`src/rtl/adc_serial_pkg.sv`:
```
package adc_serial_pkg;

  // Width of the frame-position index carried in the strobe bundle.
  // Frame lengths up to 255 fit.
  localparam int IDX_W = 8;

  typedef struct packed {
    logic             latch;   // capture the parallel sample
    logic             drive;   // data line enabled
    logic [IDX_W-1:0] bitIdx;  // current position inside the frame
  } strobe_t;

endpackage

```
`src/rtl/adc_serial_sync.sv`:
```
module adc_serial_sync #(
  parameter int   STAGES    = 2,
  parameter logic RESET_VAL = 1'b1
) (
  input  logic clk,
  input  logic rstN,
  input  logic d,
  output logic q
);

  logic [STAGES-1:0] chain;

  generate
    if (STAGES == 1) begin : g_single
      always_ff @(posedge clk or negedge rstN) begin
        if (!rstN) chain <= RESET_VAL;
        else       chain <= d;
      end
    end else begin : g_multi
      always_ff @(posedge clk or negedge rstN) begin
        if (!rstN) chain <= {STAGES{RESET_VAL}};
        else       chain <= {chain[STAGES-2:0], d};
      end
    end
  endgenerate

  assign q = chain[STAGES-1];

endmodule

```
`src/rtl/adc_serial_ctrl.sv`:
```
module adc_serial_ctrl
  import adc_serial_pkg::*;
#(
  parameter int FRAME_LEN = 16,
  parameter int ABORT_AT  = 10,
  parameter int SYNC_STG  = 2
) (
  input  logic    clk,
  input  logic    rstN,
  input  logic    sclkIn,
  input  logic    csNIn,
  output strobe_t strobe,
  output logic    abortPulse,
  output logic    shutdownMode
);

  localparam int CNT_W = $clog2(FRAME_LEN + 1);
  localparam logic [CNT_W-1:0] CNT_END   = CNT_W'(FRAME_LEN);
  localparam logic [CNT_W-1:0] CNT_ABORT = CNT_W'(ABORT_AT);

  logic sclkSync, csSync;
  logic sclkPrev, csPrev;
  logic sclkFall, csFall, csRise;
  logic active;
  logic [CNT_W-1:0] count;
  logic [CNT_W-1:0] effCount;
  logic countStep;

  adc_serial_sync #(.STAGES(SYNC_STG), .RESET_VAL(1'b1)) uSyncSclk (
    .clk(clk), .rstN(rstN), .d(sclkIn), .q(sclkSync)
  );

  adc_serial_sync #(.STAGES(SYNC_STG), .RESET_VAL(1'b1)) uSyncCs (
    .clk(clk), .rstN(rstN), .d(csNIn), .q(csSync)
  );

  always_ff @(posedge clk or negedge rstN) begin
    if (!rstN) begin
      sclkPrev <= 1'b1;
      csPrev   <= 1'b1;
    end else begin
      sclkPrev <= sclkSync;
      csPrev   <= csSync;
    end
  end

  assign sclkFall = sclkPrev & ~sclkSync;
  assign csFall   = csPrev & ~csSync;
  assign csRise   = ~csPrev & csSync;

  // A falling edge seen in the same cycle as the select rise counts first.
  assign countStep = sclkFall && active && (count < CNT_END);
  assign effCount  = count + CNT_W'(countStep);

  always_ff @(posedge clk or negedge rstN) begin
    if (!rstN) begin
      active       <= 1'b0;
      count        <= '0;
      shutdownMode <= 1'b1;
      abortPulse   <= 1'b0;
    end else begin
      abortPulse <= 1'b0;
      if (csFall) begin
        active       <= 1'b1;
        count        <= '0;
        shutdownMode <= 1'b0;
      end else if (csRise) begin
        active <= 1'b0;
        count  <= effCount;
        if (active && (effCount < CNT_ABORT)) begin
          shutdownMode <= 1'b1;
        end
        if (active && (effCount >= CNT_ABORT) && (effCount < CNT_END)) begin
          abortPulse <= 1'b1;
        end
      end else if (countStep) begin
        count <= effCount;
      end
    end
  end

  always_comb begin
    strobe.latch  = csFall;
    strobe.drive  = active && (count < CNT_END);
    strobe.bitIdx = IDX_W'(count);
  end

  AST_ABORT_ONE_CYCLE: assert property (@(posedge clk) disable iff (!rstN)
    abortPulse |=> !abortPulse);

  AST_ABORT_KEEPS_NORMAL: assert property (@(posedge clk) disable iff (!rstN)
    abortPulse |-> !shutdownMode);

  AST_SHUTDOWN_ENTRY: assert property (@(posedge clk) disable iff (!rstN)
    $rose(shutdownMode) |-> $past(csRise));

  AST_SHUTDOWN_HOLD: assert property (@(posedge clk) disable iff (!rstN)
    $fell(shutdownMode) |-> $past(csFall));

  AST_RELEASE_ON_CS: assert property (@(posedge clk) disable iff (!rstN)
    csRise |=> !strobe.drive);

  AST_FRAME_END: assert property (@(posedge clk) disable iff (!rstN)
    (strobe.drive && sclkFall && !csRise && count == CNT_END - 1'b1)
      |=> !strobe.drive);

  AST_START_DRIVES: assert property (@(posedge clk) disable iff (!rstN)
    csFall |=> (strobe.drive && !shutdownMode));

endmodule

```
`src/rtl/adc_serial_dp.sv`:
```
module adc_serial_dp
  import adc_serial_pkg::*;
#(
  parameter int DATA_W = 10,
  parameter int LEAD_Z = 3
) (
  input  logic              clk,
  input  logic              rstN,
  input  logic [DATA_W-1:0] sampleIn,
  input  strobe_t           strobe,
  output logic              sdoOut,
  output logic              sdoOe
);

  logic [DATA_W-1:0] sampleReg;
  logic frameBit;

  always_ff @(posedge clk or negedge rstN) begin
    if (!rstN)             sampleReg <= '0;
    else if (strobe.latch) sampleReg <= sampleIn;
  end

  // Position LEAD_Z carries the MSB; positions outside the data field are 0.
  always_comb begin
    frameBit = 1'b0;
    for (int i = 0; i < DATA_W; i++) begin
      if (int'(strobe.bitIdx) == LEAD_Z + DATA_W - 1 - i) frameBit = sampleReg[i];
    end
  end

  assign sdoOe  = strobe.drive;
  assign sdoOut = strobe.drive & frameBit;

  AST_QUIET_WHEN_OFF: assert property (@(posedge clk) disable iff (!rstN)
    !sdoOe |-> !sdoOut);

  AST_SAMPLE_HELD: assert property (@(posedge clk) disable iff (!rstN)
    (!strobe.latch && !$past(strobe.latch)) |-> $stable(sampleReg));

endmodule

```
`src/rtl/adc_serial_dev.sv`:
```
module adc_serial_dev
  import adc_serial_pkg::*;
#(
  parameter int DATA_W    = 10,
  parameter int LEAD_Z    = 3,
  parameter int FRAME_LEN = 16,
  parameter int ABORT_AT  = 10,
  parameter int SYNC_STG  = 2
) (
  input  logic              clk,
  input  logic              rstN,
  input  logic              sclkIn,
  input  logic              csNIn,
  input  logic [DATA_W-1:0] sampleIn,
  output logic              sdoOut,
  output logic              sdoOe,
  output logic              abortPulse,
  output logic              shutdownMode
);

  strobe_t strobe;

  adc_serial_ctrl #(
    .FRAME_LEN(FRAME_LEN), .ABORT_AT(ABORT_AT), .SYNC_STG(SYNC_STG)
  ) uCtrl (
    .clk(clk), .rstN(rstN), .sclkIn(sclkIn), .csNIn(csNIn),
    .strobe(strobe), .abortPulse(abortPulse), .shutdownMode(shutdownMode)
  );

  adc_serial_dp #(.DATA_W(DATA_W), .LEAD_Z(LEAD_Z)) uDp (
    .clk(clk), .rstN(rstN), .sampleIn(sampleIn), .strobe(strobe),
    .sdoOut(sdoOut), .sdoOe(sdoOe)
  );

  AST_RESET_STATE: assert property (@(posedge clk)
    !rstN |=> (!sdoOe && shutdownMode && !abortPulse));

endmodule

```
`config.mk`:
```
export PLATFORM = sky130hd
export DESIGN_NAME = adc_serial_dev
export DESIGN_NICKNAME = d
export VERILOG_FILES = /design/src/rtl/adc_serial_pkg.sv /design/src/rtl/adc_serial_sync.sv /design/src/rtl/adc_serial_ctrl.sv /design/src/rtl/adc_serial_dp.sv /design/src/rtl/adc_serial_dev.sv
export SDC_FILE = /design/constraint.sdc
export NUM_CORES = 1
export LEC_CHECK = 0
export ABC_CLOCK_PERIOD_IN_PS = 4900
export BUFFER_PORTS_ARGS = -buffer_cell sky130_fd_sc_hd__buf_4
export CELL_PAD_IN_SITES_DETAIL_PLACEMENT = 1
export CELL_PAD_IN_SITES_GLOBAL_PLACEMENT = 1
export CORE_AREA = 2 2 53 55
export CTS_BUF_LIST = sky130_fd_sc_hd__clkbuf_8
export DETAILED_ROUTE_END_ITERATION = 7
export DIE_AREA = 0 0 55 57
export PLACE_DENSITY = 0.95
export SKIP_CTS_REPAIR_TIMING = 1
export SLEW_MARGIN = 10
export SYNTH_ARGS = -nofsm -noshare
export SYNTH_HDL_FRONTEND = slang
export SYNTH_HIERARCHICAL = 1
export SYNTH_SLANG_ARGS = --single-unit
```
`constraint.sdc`:
```
create_clock -name clk -period 4.9 [get_ports clk]
set_input_delay 0.98 -clock clk [delete_from_list [all_inputs] [get_ports clk]]
set_output_delay 0.98 -clock clk [all_outputs]
set_load 0.1 [all_outputs]
```
==> flow_metrics.py, run 1 <==
metrics = {
    "run_status": {
        "status": "finished, final reports clean",
    },
    "die": {
        "placementRows": 19,
        "die_h_um": 57,
        "floorplan.initialDensity_pct": 46.2,
        "core_area_um2": 2620,
        "die_w_um": 55,
        "die-area_um2": 3140,
        "io_pins": 18,
    },
    "sta": {
        "fin_crit_ns": 3.12,
        "max_freq_mhz": 321,
        "finalHoldViolations": 0,
        "tightestPinTransition_ns": 0.861,
        "rsz0062_at_grt": "no",
        "setup_viol": 0,
        "setup_tns_ns": 0,
        "finalHoldWorstSlack_ns": 0.363,
        "fin_worst_skew_ns": 0.00333,
        "fin_crit_sh_pct": 63.7,
        "relSlewSlack_pct": 42.6,
        "finalMaxSlewViolations": 0,
    },
    "placement": {
        "port_buffers": 17,
        "place_congestion": 0.737,
        "dp_hpwl_um": 2030,
    },
    "setup_path": {
        "reg2regPathDepth": 6,
        "r2r_slack_ns": 2.79,
        "rr_endpoint": "uCtrl/shutdownMode",
        "endpoint_kind": "output port",
        "cp.required_ns": 3.92,
        "critical_path_peak_fanout": 6,
        "cp_data_arrival_time_ns": 2.14,
        "critPathLaunchType": "flop",
        "critPathKind": "flop to output port",
        "r2r-start": "uCtrl/uSyncSclk/chain[1]",
    },
    "route": {
        "wire_per_inst_um": 19.9,
        "wl_um": 3020,
        "initialDrtViolationCount": 20,
        "drc": 0,
        "via_count": 903,
        "vias_per_cell": 5.94,
        "antenna_left": 0,
        "dr.pass1.iters": 4,
    },
    "global_routing": {
        "grt_max_degree": 25,
        "grt_pass1_wl_um": 4990,
        "grt_overflow_total": 0,
        "grt_usage_pct": 23.0,
        "antenna_found_initial": 0,
        "first_global_vias": 989,
    },
    "cts": {
        "cts_tree": "built",
        "numCtsBuffers": 3,
        "h-tree-depth": 1,
        "path_clk_slew_ns": 0.08,
        "cts_buffer_depth": 2,
        "clock_sinks": 24,
        "ctsRootBufferMaster": "clkbuf_8",
        "clock_latency_ns": 0.27,
    },
    "synth": {
        "netlist_area_um2": 1210,
        "avgSynthCellArea_um2": 11.3,
        "ys_warn_count": 6,
        "syn_inst": 107,
        "ys_seq_elements": 24,
        "synth_cell_types": 35,
        "seq_area_frac_synth_pct": 50.4,
    },
    "pwr": {
        "leakage_nw": 0.650,
        "p_comb_share_pct": 18.1,
        "ir_worst_vdd_v": 0.000311,
        "p_seq_share_pct": 47.7,
        "power-per-cell-area_nw_per_um2": 361,
        "intPower_uw": 366,
        "p_sw_share_pct": 27.5,
        "fin_total_pwr_uw": 506,
        "switching_power_uw": 139,
        "clockPowerShare_pct": 34.2,
    },
    "cells_and_area": {
        "syn2layout_area_growth_pct": 15.8,
        "layout_common_cells": "buf_4, dfrtp_1, mux2_2",
        "final_core_util_pct": 53.5,
        "fillers": 287,
        "drive_above_1_share_pct": 37.2,
        "nNetsFinal": 140,
        "diodes": 0,
    },
    "min_path": {
        "min-delay-path-class": "flop to flop",
        "hold_path_end": "uCtrl/uSyncSclk/chain[1]",
        "holdPathStages": 0,
        "min_from": "uCtrl/uSyncSclk/chain[0]",
    },
    "job": {
        "max_cap_violations": 0,
    },
}
==> per-stage QoR <==
stage	instances	worst slack, ns	instance area (um2)
floorplan	109	0.459	1220
global placement	148	2.17	1330
detailed placement	148	2.13	1330
CTS	152	1.81	1400
global route	152	1.64	1400
finish	152	1.78	1400
==> power by group through the flow <==
| stage | clock, mW | sequential [mW] | combinational (mW) |
|---|---|---|---|
| 2_1_floorplan | 0 | 0.255 | 0.0505 |
| 3_3_place_gp | 0 | 0.240 | 0.0845 |
| 3_5_place_dp | 0 | 0.244 | 0.0902 |
| 4_1_cts | 0.176 | 0.241 | 0.0913 |
| 5_1_grt | 0.184 | 0.244 | 0.0974 |
| 6_report | 0.173 | 0.241 | 0.0914 |
==> Yosys cell counts (all sizes together) <==
master / number / area share (%)
a211oi: 2 / 1.7
a21oi: 2 / 0.83
a221oi: 1 / 0.72
a31oi: 1 / 0.52
and2: 1 / 0.72
and3: 1 / 0.52
and3b: 1 / 0.72
and4bb: 1 / 1.0
buf: 5 / 3.1
clkbuf: 4 / 1.3
conb: 1 / 0.31
dfrtp: 17 / 35
dfstp: 7 / 15
ha: 4 / 4.1
inv: 3 / 0.93
mux2: 10 / 9.3
mux2i: 2 / 1.7
nand2: 9 / 2.8
nand2b: 7 / 3.6
nand3: 2 / 1.2
nor2: 5 / 1.6
nor2b: 3 / 1.6
nor3: 2 / 0.83
nor3b: 1 / 0.62
o21ai: 6 / 2.5
o221a: 1 / 0.93
o22a: 1 / 0.72
o31ai: 2 / 1.2
o41ai: 2 / 2.1
or4: 1 / 0.93
xor2: 2 / 1.4
==> registers in the layout, indices dropped and copies added, names as in the netlist <==
| name | flops |
|---|---|
| uCtrl/shutdownMode | 1 |
| uCtrl/csPrev | 1 |
| uCtrl/abortPulse | 1 |
| uDp/sampleReg | 10 |
| uCtrl/sclkPrev | 1 |
| uCtrl/active | 1 |
| uCtrl/uSyncSclk/chain | 2 |
| uCtrl/uSyncCs/chain | 2 |
| uCtrl/count | 5 |
==> layer usage <==
| metal | track usage (%) | up-vias | wire, um |
|---|---|---|---|
| met2 | 39.3 | 23 | 1650 |
| li1 | - | 394 | - |
| met1 | 28.5 | 478 | 1230 |
| met4 | 9.06 | 0 | 68 |
| met3 | 3.40 | 8 | 72 |
| met5 | 0 | - | 0 |
==> worst max-delay path: stages, from the launching register on <==
cell and delay [ns]:
dfrtp_1 0.46, or4_4 0.46, nor2_1 0.16, o21ai_0 0.14
a221oi_1 0.31, buf_4 0.34
==> final cells by class <==
type,count,area (um2),area share (%)
Tap cell,31,38.8,2.77
Multi-Input combinational cell,73,542,38.7
Clock inverter,1,30.0,2.14
Timing Repair Buffer,17,128,9.12
Clock buffer,3,41.3,2.95
Inverter,3,11.3,0.804
Sequential cell,24,609,43.5
==> worst max path at each step <==
| stage | from | to | slack [ns] | cells past startpoint |
|---|---|---|---|---|
| 4_1_cts | uCtrl/count[4] | sdoOut | 1.81 | 5 |
| 6_report | uCtrl/count[4] | sdoOut | 1.78 | 5 |
| 3_5_place_dp | uCtrl/count[4] | sdoOut | 2.13 | 5 |
| 3_3_place_gp | uCtrl/count[4] | sdoOut | 2.17 | 5 |
| 2_1_floorplan | uCtrl/count[4] | sdoOut | 0.46 | 4 |
| 5_1_grt | uCtrl/count[4] | sdoOut | 1.64 | 5 |
==> kinds of logic after synthesis <==
| group | Yosys count | synth area share [%] |
|---|---|---|
| compound gates | 18 | 11.2 |
| xor+xnor | 2 | 1.45 |
| fa+ha+maj | 4 | 4.14 |
| buf+inv | 12 | 5.38 |
| flops | 24 | 50.4 |
| mux | 12 | 11.0 |
| other cells | 1 | 0.310 |
| simple gates | 34 | 16.1 |
Power figures use the tool's default switching activity.
==> run 2, diff against run 1 <==
--- a/config.mk
+++ b/config.mk
@@ -5,15 +5,15 @@
 export SDC_FILE = /design/constraint.sdc
 export NUM_CORES = 1
 export LEC_CHECK = 0
-export ABC_CLOCK_PERIOD_IN_PS = 4900
+export ABC_CLOCK_PERIOD_IN_PS = 3200
 export BUFFER_PORTS_ARGS = -buffer_cell sky130_fd_sc_hd__buf_4
 export CELL_PAD_IN_SITES_DETAIL_PLACEMENT = 1
 export CELL_PAD_IN_SITES_GLOBAL_PLACEMENT = 1
-export CORE_AREA = 2 2 53 55
+export CORE_AREA = 2 2 55 57
 export CTS_BUF_LIST = sky130_fd_sc_hd__clkbuf_8
 export DETAILED_ROUTE_END_ITERATION = 7
-export DIE_AREA = 0 0 55 57
-export PLACE_DENSITY = 0.95
+export DIE_AREA = 0 0 57 59
+export PLACE_DENSITY = 0.9
 export SKIP_CTS_REPAIR_TIMING = 1
 export SLEW_MARGIN = 10
 export SYNTH_ARGS = -nofsm -noshare
==> constraint.sdc (replaced) <==
create_clock -name clk -period 3.2 [get_ports clk]
set_input_delay 0.64 -clock clk [delete_from_list [all_inputs] [get_ports clk]]
set_output_delay 0.64 -clock clk [all_outputs]
set_load 0.1 [all_outputs]
==> run 2 against run 1 <==
- final area is 0.71% lower
- flip-flop and latch count did not move
- combinational power is 49% higher
- wire length down 4.8%
- clock power grew 18%
- global-route usage down 3.8 points
- non-clock buffer count is the same
- sequential share of layout area up 0.31 points
- utilization fell by 2.2 points
- first-iteration DRC count is 40% lower
- critical path depth did not move
- via count is 4.1% lower
==> flow_metrics.py, run 2 (synthesis results as in run 1) <==
metrics = {
    "global_routing": {
        "grt_usage_pct": 19.2,
        "grt_overflow_total": 0,
        "antenna_found_initial": 0,
        "grt_max_degree": 25,
        "first_global_vias": 948,
        "grt_pass1_wl_um": 4700,
    },
    "setup_path": {
        "cpPeakStageDelay_ns": 0.46,
        "cp_slowest_cell": "dfrtp_1",
        "path_buf_inv": 1,
        "critPathKind": "flop to output port",
        "reg2regPathDepth": 6,
        "cp.required_ns": 2.56,
        "cp_cell_sequence": "or4_4 -> nor2_1 -> o21ai_0 -> a221oi_2 -> buf_4",
        "cp_data_arrival_time_ns": 2.45,
        "critical_path_peak_fanout": 6,
        "critPathLaunchType": "flop",
        "path_depth": 5,
        "endpoint_kind": "output port",
        "cp_top_family": "simple AND/OR/NAND/NOR gates",
    },
    "sta": {
        "relSlewSlack_pct": 45.6,
        "setup_viol": 0,
        "finalMaxSlewViolations": 0,
        "fin_worst_skew_ns": 0.00328,
        "fin_crit_sh_pct": 96.7,
        "finalHoldWorstSlack_ns": 0.259,
        "finalHoldViolations": 0,
        "tightestPinTransition_ns": 0.816,
        "rsz0062_at_grt": "no",
        "setup_tns_ns": 0,
        "max_freq_mhz": 323,
        "fin_crit_ns": 3.09,
    },
    "die": {
        "placementRows": 19,
        "die_w_um": 57,
        "core_area_um2": 2710,
        "die_h_um": 59,
        "die-area_um2": 3360,
        "floorplan.initialDensity_pct": 44.6,
        "io_pins": 18,
    },
    "cells_and_area": {
        "fillers": 318,
        "largestRegisters": "uDp/sampleReg (10), uCtrl/count (5)",
        "regMostFlops": "uDp/sampleReg",
        "diodes": 0,
        "drive_above_1_share_pct": 38.0,
        "layout_common_cells": "buf_4, dfrtp_1, mux2_2",
        "finalNonFillerCells": 152,
        "syn2layout_area_growth_pct": 15.0,
        "largest_reg_flops": 10,
        "nNetsFinal": 140,
        "fin_area_um2": 1390,
    },
    "pwr": {
        "p_sw_share_pct": 28.7,
        "ir_worst_vdd_v": 0.000315,
        "switching_power_uw": 202,
        "power-per-cell-area_nw_per_um2": 507,
        "p_seq_share_pct": 51.8,
        "intPower_uw": 503,
        "fin_total_pwr_uw": 705,
        "p_comb_share_pct": 19.3,
        "clockPowerShare_pct": 28.9,
        "leakage_nw": 0.643,
    },
    "placement": {
        "post_dp_cell_area_um2": 1340,
        "dp.cells": 148,
        "dp_hpwl_um": 1950,
        "port_buffers": 17,
        "place_congestion": 0.775,
    },
    "cts": {
        "clock_latency_ns": 0.26,
        "cts_buffer_depth": 2,
        "path_clk_slew_ns": 0.08,
        "clock_sinks": 24,
        "numCtsBuffers": 3,
        "cts_tree": "built",
        "ctsRootBufferMaster": "clkbuf_8",
        "h-tree-depth": 1,
    },
    "route": {
        "via_count": 866,
        "dr.pass1.iters": 4,
        "initialDrtViolationCount": 12,
        "wire_per_inst_um": 18.9,
        "antenna_left": 0,
        "drc": 0,
        "wl_um": 2880,
        "vias_per_cell": 5.70,
    },
    "min_path": {
        "min-delay-path-class": "input port to asynchronous set/reset pin",
    },
    "job": {
        "max_cap_violations": 0,
    },
    "run_status": {
        "status": "finished, final reports clean",
    },
}
## run 2: cell count changes in the layout (fill, tap and decap cells not counted)
cell | previous run | this run
a221oi_1 | 1 | 0
clkbuf_8 | 3 | 4
bufinv_16 | 1 | 0
a221oi_2 | 0 | 1
## run 2: path summary, 6_finish.rpt
kind / startpoint / to / slack (ns)
max in group asynchronous: rstN / uCtrl/shutdownMode / 2.65
min reg2reg: uCtrl/uSyncCs/chain[0] / uCtrl/uSyncCs/chain[1] / 0.36
min in group clk: uCtrl/uSyncCs/chain[0] / uCtrl/uSyncCs/chain[1] / 0.36
min: rstN / uDp/sampleReg[8] / 0.26
max: uCtrl/count[4] / sdoOut / 0.11
max reg2reg: uCtrl/uSyncSclk/chain[1] / uCtrl/shutdownMode / 1.09
## run 2: stage by stage
step,setup slack (ns),utilization [%]
after detailed placement,0.642,49.3
after floorplan,0.0358,-
final,0.106,51.3
after global routing,0.0831,51.3
after CTS,0.106,51.3
after global placement,0.823,49.3
## run 2: routing by layer
layer  wire (um)  up-vias  GRT usage, %
met5           0        -             0
met4         128        0          12.3
met3          68        8          3.49
met2        1600       21          33.8
met1        1080      440          21.4
li1            -      397             -
## run 2: final cells by class
cell class	instances	area, um2	area share (%)
Sequential cell	24	609	43.8
Multi-Input combinational cell	73	548	39.4
Timing Repair Buffer	17	128	9.18
Clock buffer	4	55.1	3.96
Tap cell	31	38.8	2.79
Inverter	3	11.3	0.810
## run 2: power groups by stage
stage / logic (mW) / registers (mW) / clock network, mW
4_1_cts: 0.138 / 0.366 / 0.212
3_3_place_gp: 0.130 / 0.368 / 0
5_1_grt: 0.147 / 0.371 / 0.226
3_5_place_dp: 0.136 / 0.371 / 0
2_1_floorplan: 0.0777 / 0.391 / 0
6_report: 0.136 / 0.366 / 0.204
==> run 3, diff against run 2 <==
--- a/config.mk
+++ b/config.mk
@@ -13,7 +13,7 @@
 export CTS_BUF_LIST = sky130_fd_sc_hd__clkbuf_8
 export DETAILED_ROUTE_END_ITERATION = 7
 export DIE_AREA = 0 0 57 59
-export PLACE_DENSITY = 0.9
+export PLACE_DENSITY = 0.74
 export SKIP_CTS_REPAIR_TIMING = 1
 export SLEW_MARGIN = 10
 export SYNTH_ARGS = -nofsm -noshare
==> run 3 against run 2 <==
- hold slack worse by 0.0038 ns
- first-iteration DRC count down 17%
- count of clock-buffer cells in the layout is the same
- non-clock buffer count stayed put
- combinational power about the same
- critical path type unchanged
- highest routed layer unchanged
==> flow_metrics.py, run 3 (synthesis results as in run 1) <==
metrics = {
    "run_status": {
        "status": "finished, final reports clean",
    },
    "pwr": {
        "ir_worst_vdd_v": 0.000379,
        "leakage_nw": 0.643,
        "fin_total_pwr_uw": 705,
        "power-per-cell-area_nw_per_um2": 507,
    },
    "setup_path": {
        "endpoint_kind": "output port",
        "cp.required_ns": 2.56,
        "cp_data_arrival_time_ns": 2.09,
        "critical_path_peak_fanout": 6,
        "cp_cell_sequence": "or4_4 -> nor2_1 -> o21ai_0 -> a221oi_2 -> buf_4",
        "cp_top_family": "simple AND/OR/NAND/NOR gates",
        "path_buf_inv": 1,
        "cpPeakStageDelay_ns": 0.44,
        "critPathKind": "flop to output port",
        "critPathLaunchType": "flop",
        "cp_slowest_cell": "dfrtp_1",
    },
    "route": {
        "antenna_left": 0,
        "dr.pass1.iters": 4,
        "initialDrtViolationCount": 10,
        "vias_per_cell": 5.49,
        "drc": 0,
        "wl_um": 2470,
        "via_count": 835,
        "wire_per_inst_um": 16.3,
    },
    "sta": {
        "finalHoldViolations": 0,
        "finalMaxSlewViolations": 0,
        "fin_crit_sh_pct": 85.2,
        "setup_tns_ns": 0,
        "fin_worst_skew_ns": 0.00319,
        "fin_crit_ns": 2.73,
        "finalHoldWorstSlack_ns": 0.255,
        "rsz0062_at_grt": "no",
        "relSlewSlack_pct": 47.4,
        "tightestPinTransition_ns": 0.789,
        "setup_viol": 0,
        "max_freq_mhz": 367,
    },
    "cts": {
        "clock_sinks": 24,
        "clock_latency_ns": 0.27,
        "numCtsBuffers": 3,
        "ctsRootBufferMaster": "clkbuf_8",
        "h-tree-depth": 1,
        "cts_tree": "built",
        "path_clk_slew_ns": 0.08,
        "cts_buffer_depth": 2,
    },
    "cells_and_area": {
        "fin_area_um2": 1390,
        "fillers": 295,
        "regMostFlops": "uDp/sampleReg",
        "drive_above_1_share_pct": 38.0,
        "finalNonFillerCells": 152,
        "largest_reg_flops": 10,
        "syn2layout_area_growth_pct": 15.0,
        "largestRegisters": "uDp/sampleReg (10), uCtrl/count (5)",
        "layout_common_cells": "buf_4, dfrtp_1, mux2_2",
        "diodes": 0,
        "nNetsFinal": 140,
    },
    "die": {
        "die_w_um": 57,
        "die_h_um": 59,
        "io_pins": 18,
        "die-area_um2": 3360,
        "floorplan.initialDensity_pct": 44.6,
        "placementRows": 19,
        "core_area_um2": 2710,
    },
    "job": {
        "max_cap_violations": 0,
    },
    "global_routing": {
        "grt_pass1_wl_um": 4510,
        "grt_usage_pct": 17.7,
        "antenna_found_initial": 0,
        "grt_max_degree": 25,
        "grt_overflow_total": 0,
        "first_global_vias": 945,
    },
    "placement": {
        "dp_hpwl_um": 1810,
        "dp.cells": 148,
        "post_dp_cell_area_um2": 1340,
        "port_buffers": 17,
        "place_congestion": 0.746,
    },
    "min_path": {
        "min-delay-path-class": "input port to asynchronous set/reset pin",
    },
}
-- run 3: final timing paths --
check / depth (start not counted) / end / start / slack [ns]
worst max-delay path: 5 / sdoOut / uCtrl/count[4] / 0.47
worst min-delay path: 1 / uCtrl/count[2] / rstN / 0.25
worst max register to register: 6 / uCtrl/shutdownMode / uCtrl/uSyncSclk/chain[1] / 1.12
worst min register to register: 0 / uCtrl/uSyncCs/chain[1] / uCtrl/uSyncCs/chain[0] / 0.36
max in group asynchronous: 1 / uCtrl/uSyncCs/chain[0] / rstN / 2.66
min in group clk: 0 / uCtrl/uSyncCs/chain[1] / uCtrl/uSyncCs/chain[0] / 0.36
-- run 3: layout make-up --
type	instances	area [um2]	area share, %
sequential	24	609	43.8
multi-input combinational	73	548	39.4
timing repair buffer	17	128	9.18
clock buffer	4	55.1	3.96
tap	31	38.8	2.79
inverter	3	11.3	0.810
-- run 3: per-stage QoR --
| step | utilization, % | setup WS [ns] |
|---|---|---|
| floorplan | - | 0.0358 |
| global route | 51.3 | 0.346 |
| finish | 51.3 | 0.473 |
| detailed placement | 49.3 | 0.771 |
| global placement | 49.3 | 0.828 |
| CTS | 51.3 | 0.471 |
-- run 3: metal layers --
| layer | vias up | GRT usage, % | wire length (um) |
|---|---|---|---|
| li1 | 395 | - | - |
| met1 | 423 | 22.3 | 1070 |
| met2 | 13 | 31.2 | 1300 |
| met3 | 4 | 3.28 | 79 |
| met4 | 0 | 4.98 | 24 |
| met5 | - | 0 | 0 |
-- run 3: where the power goes --
group / total, mW / switching (mW) / internal [mW]
combinational: 0.133 / 0.0810 / 0.0525
clock: 0.205 / 0.0955 / 0.110
sequential: 0.366 / 0.0257 / 0.340
-- run 3: worst reg2reg max path: stages (launching register included) --
cell and delay (ns):
dfstp_2 0.54, and4bb_2 0.26, ha_1 0.21, ha_1 0.27, xor2_1 0.19, o22a_1 0.24
o41ai_2 0.29
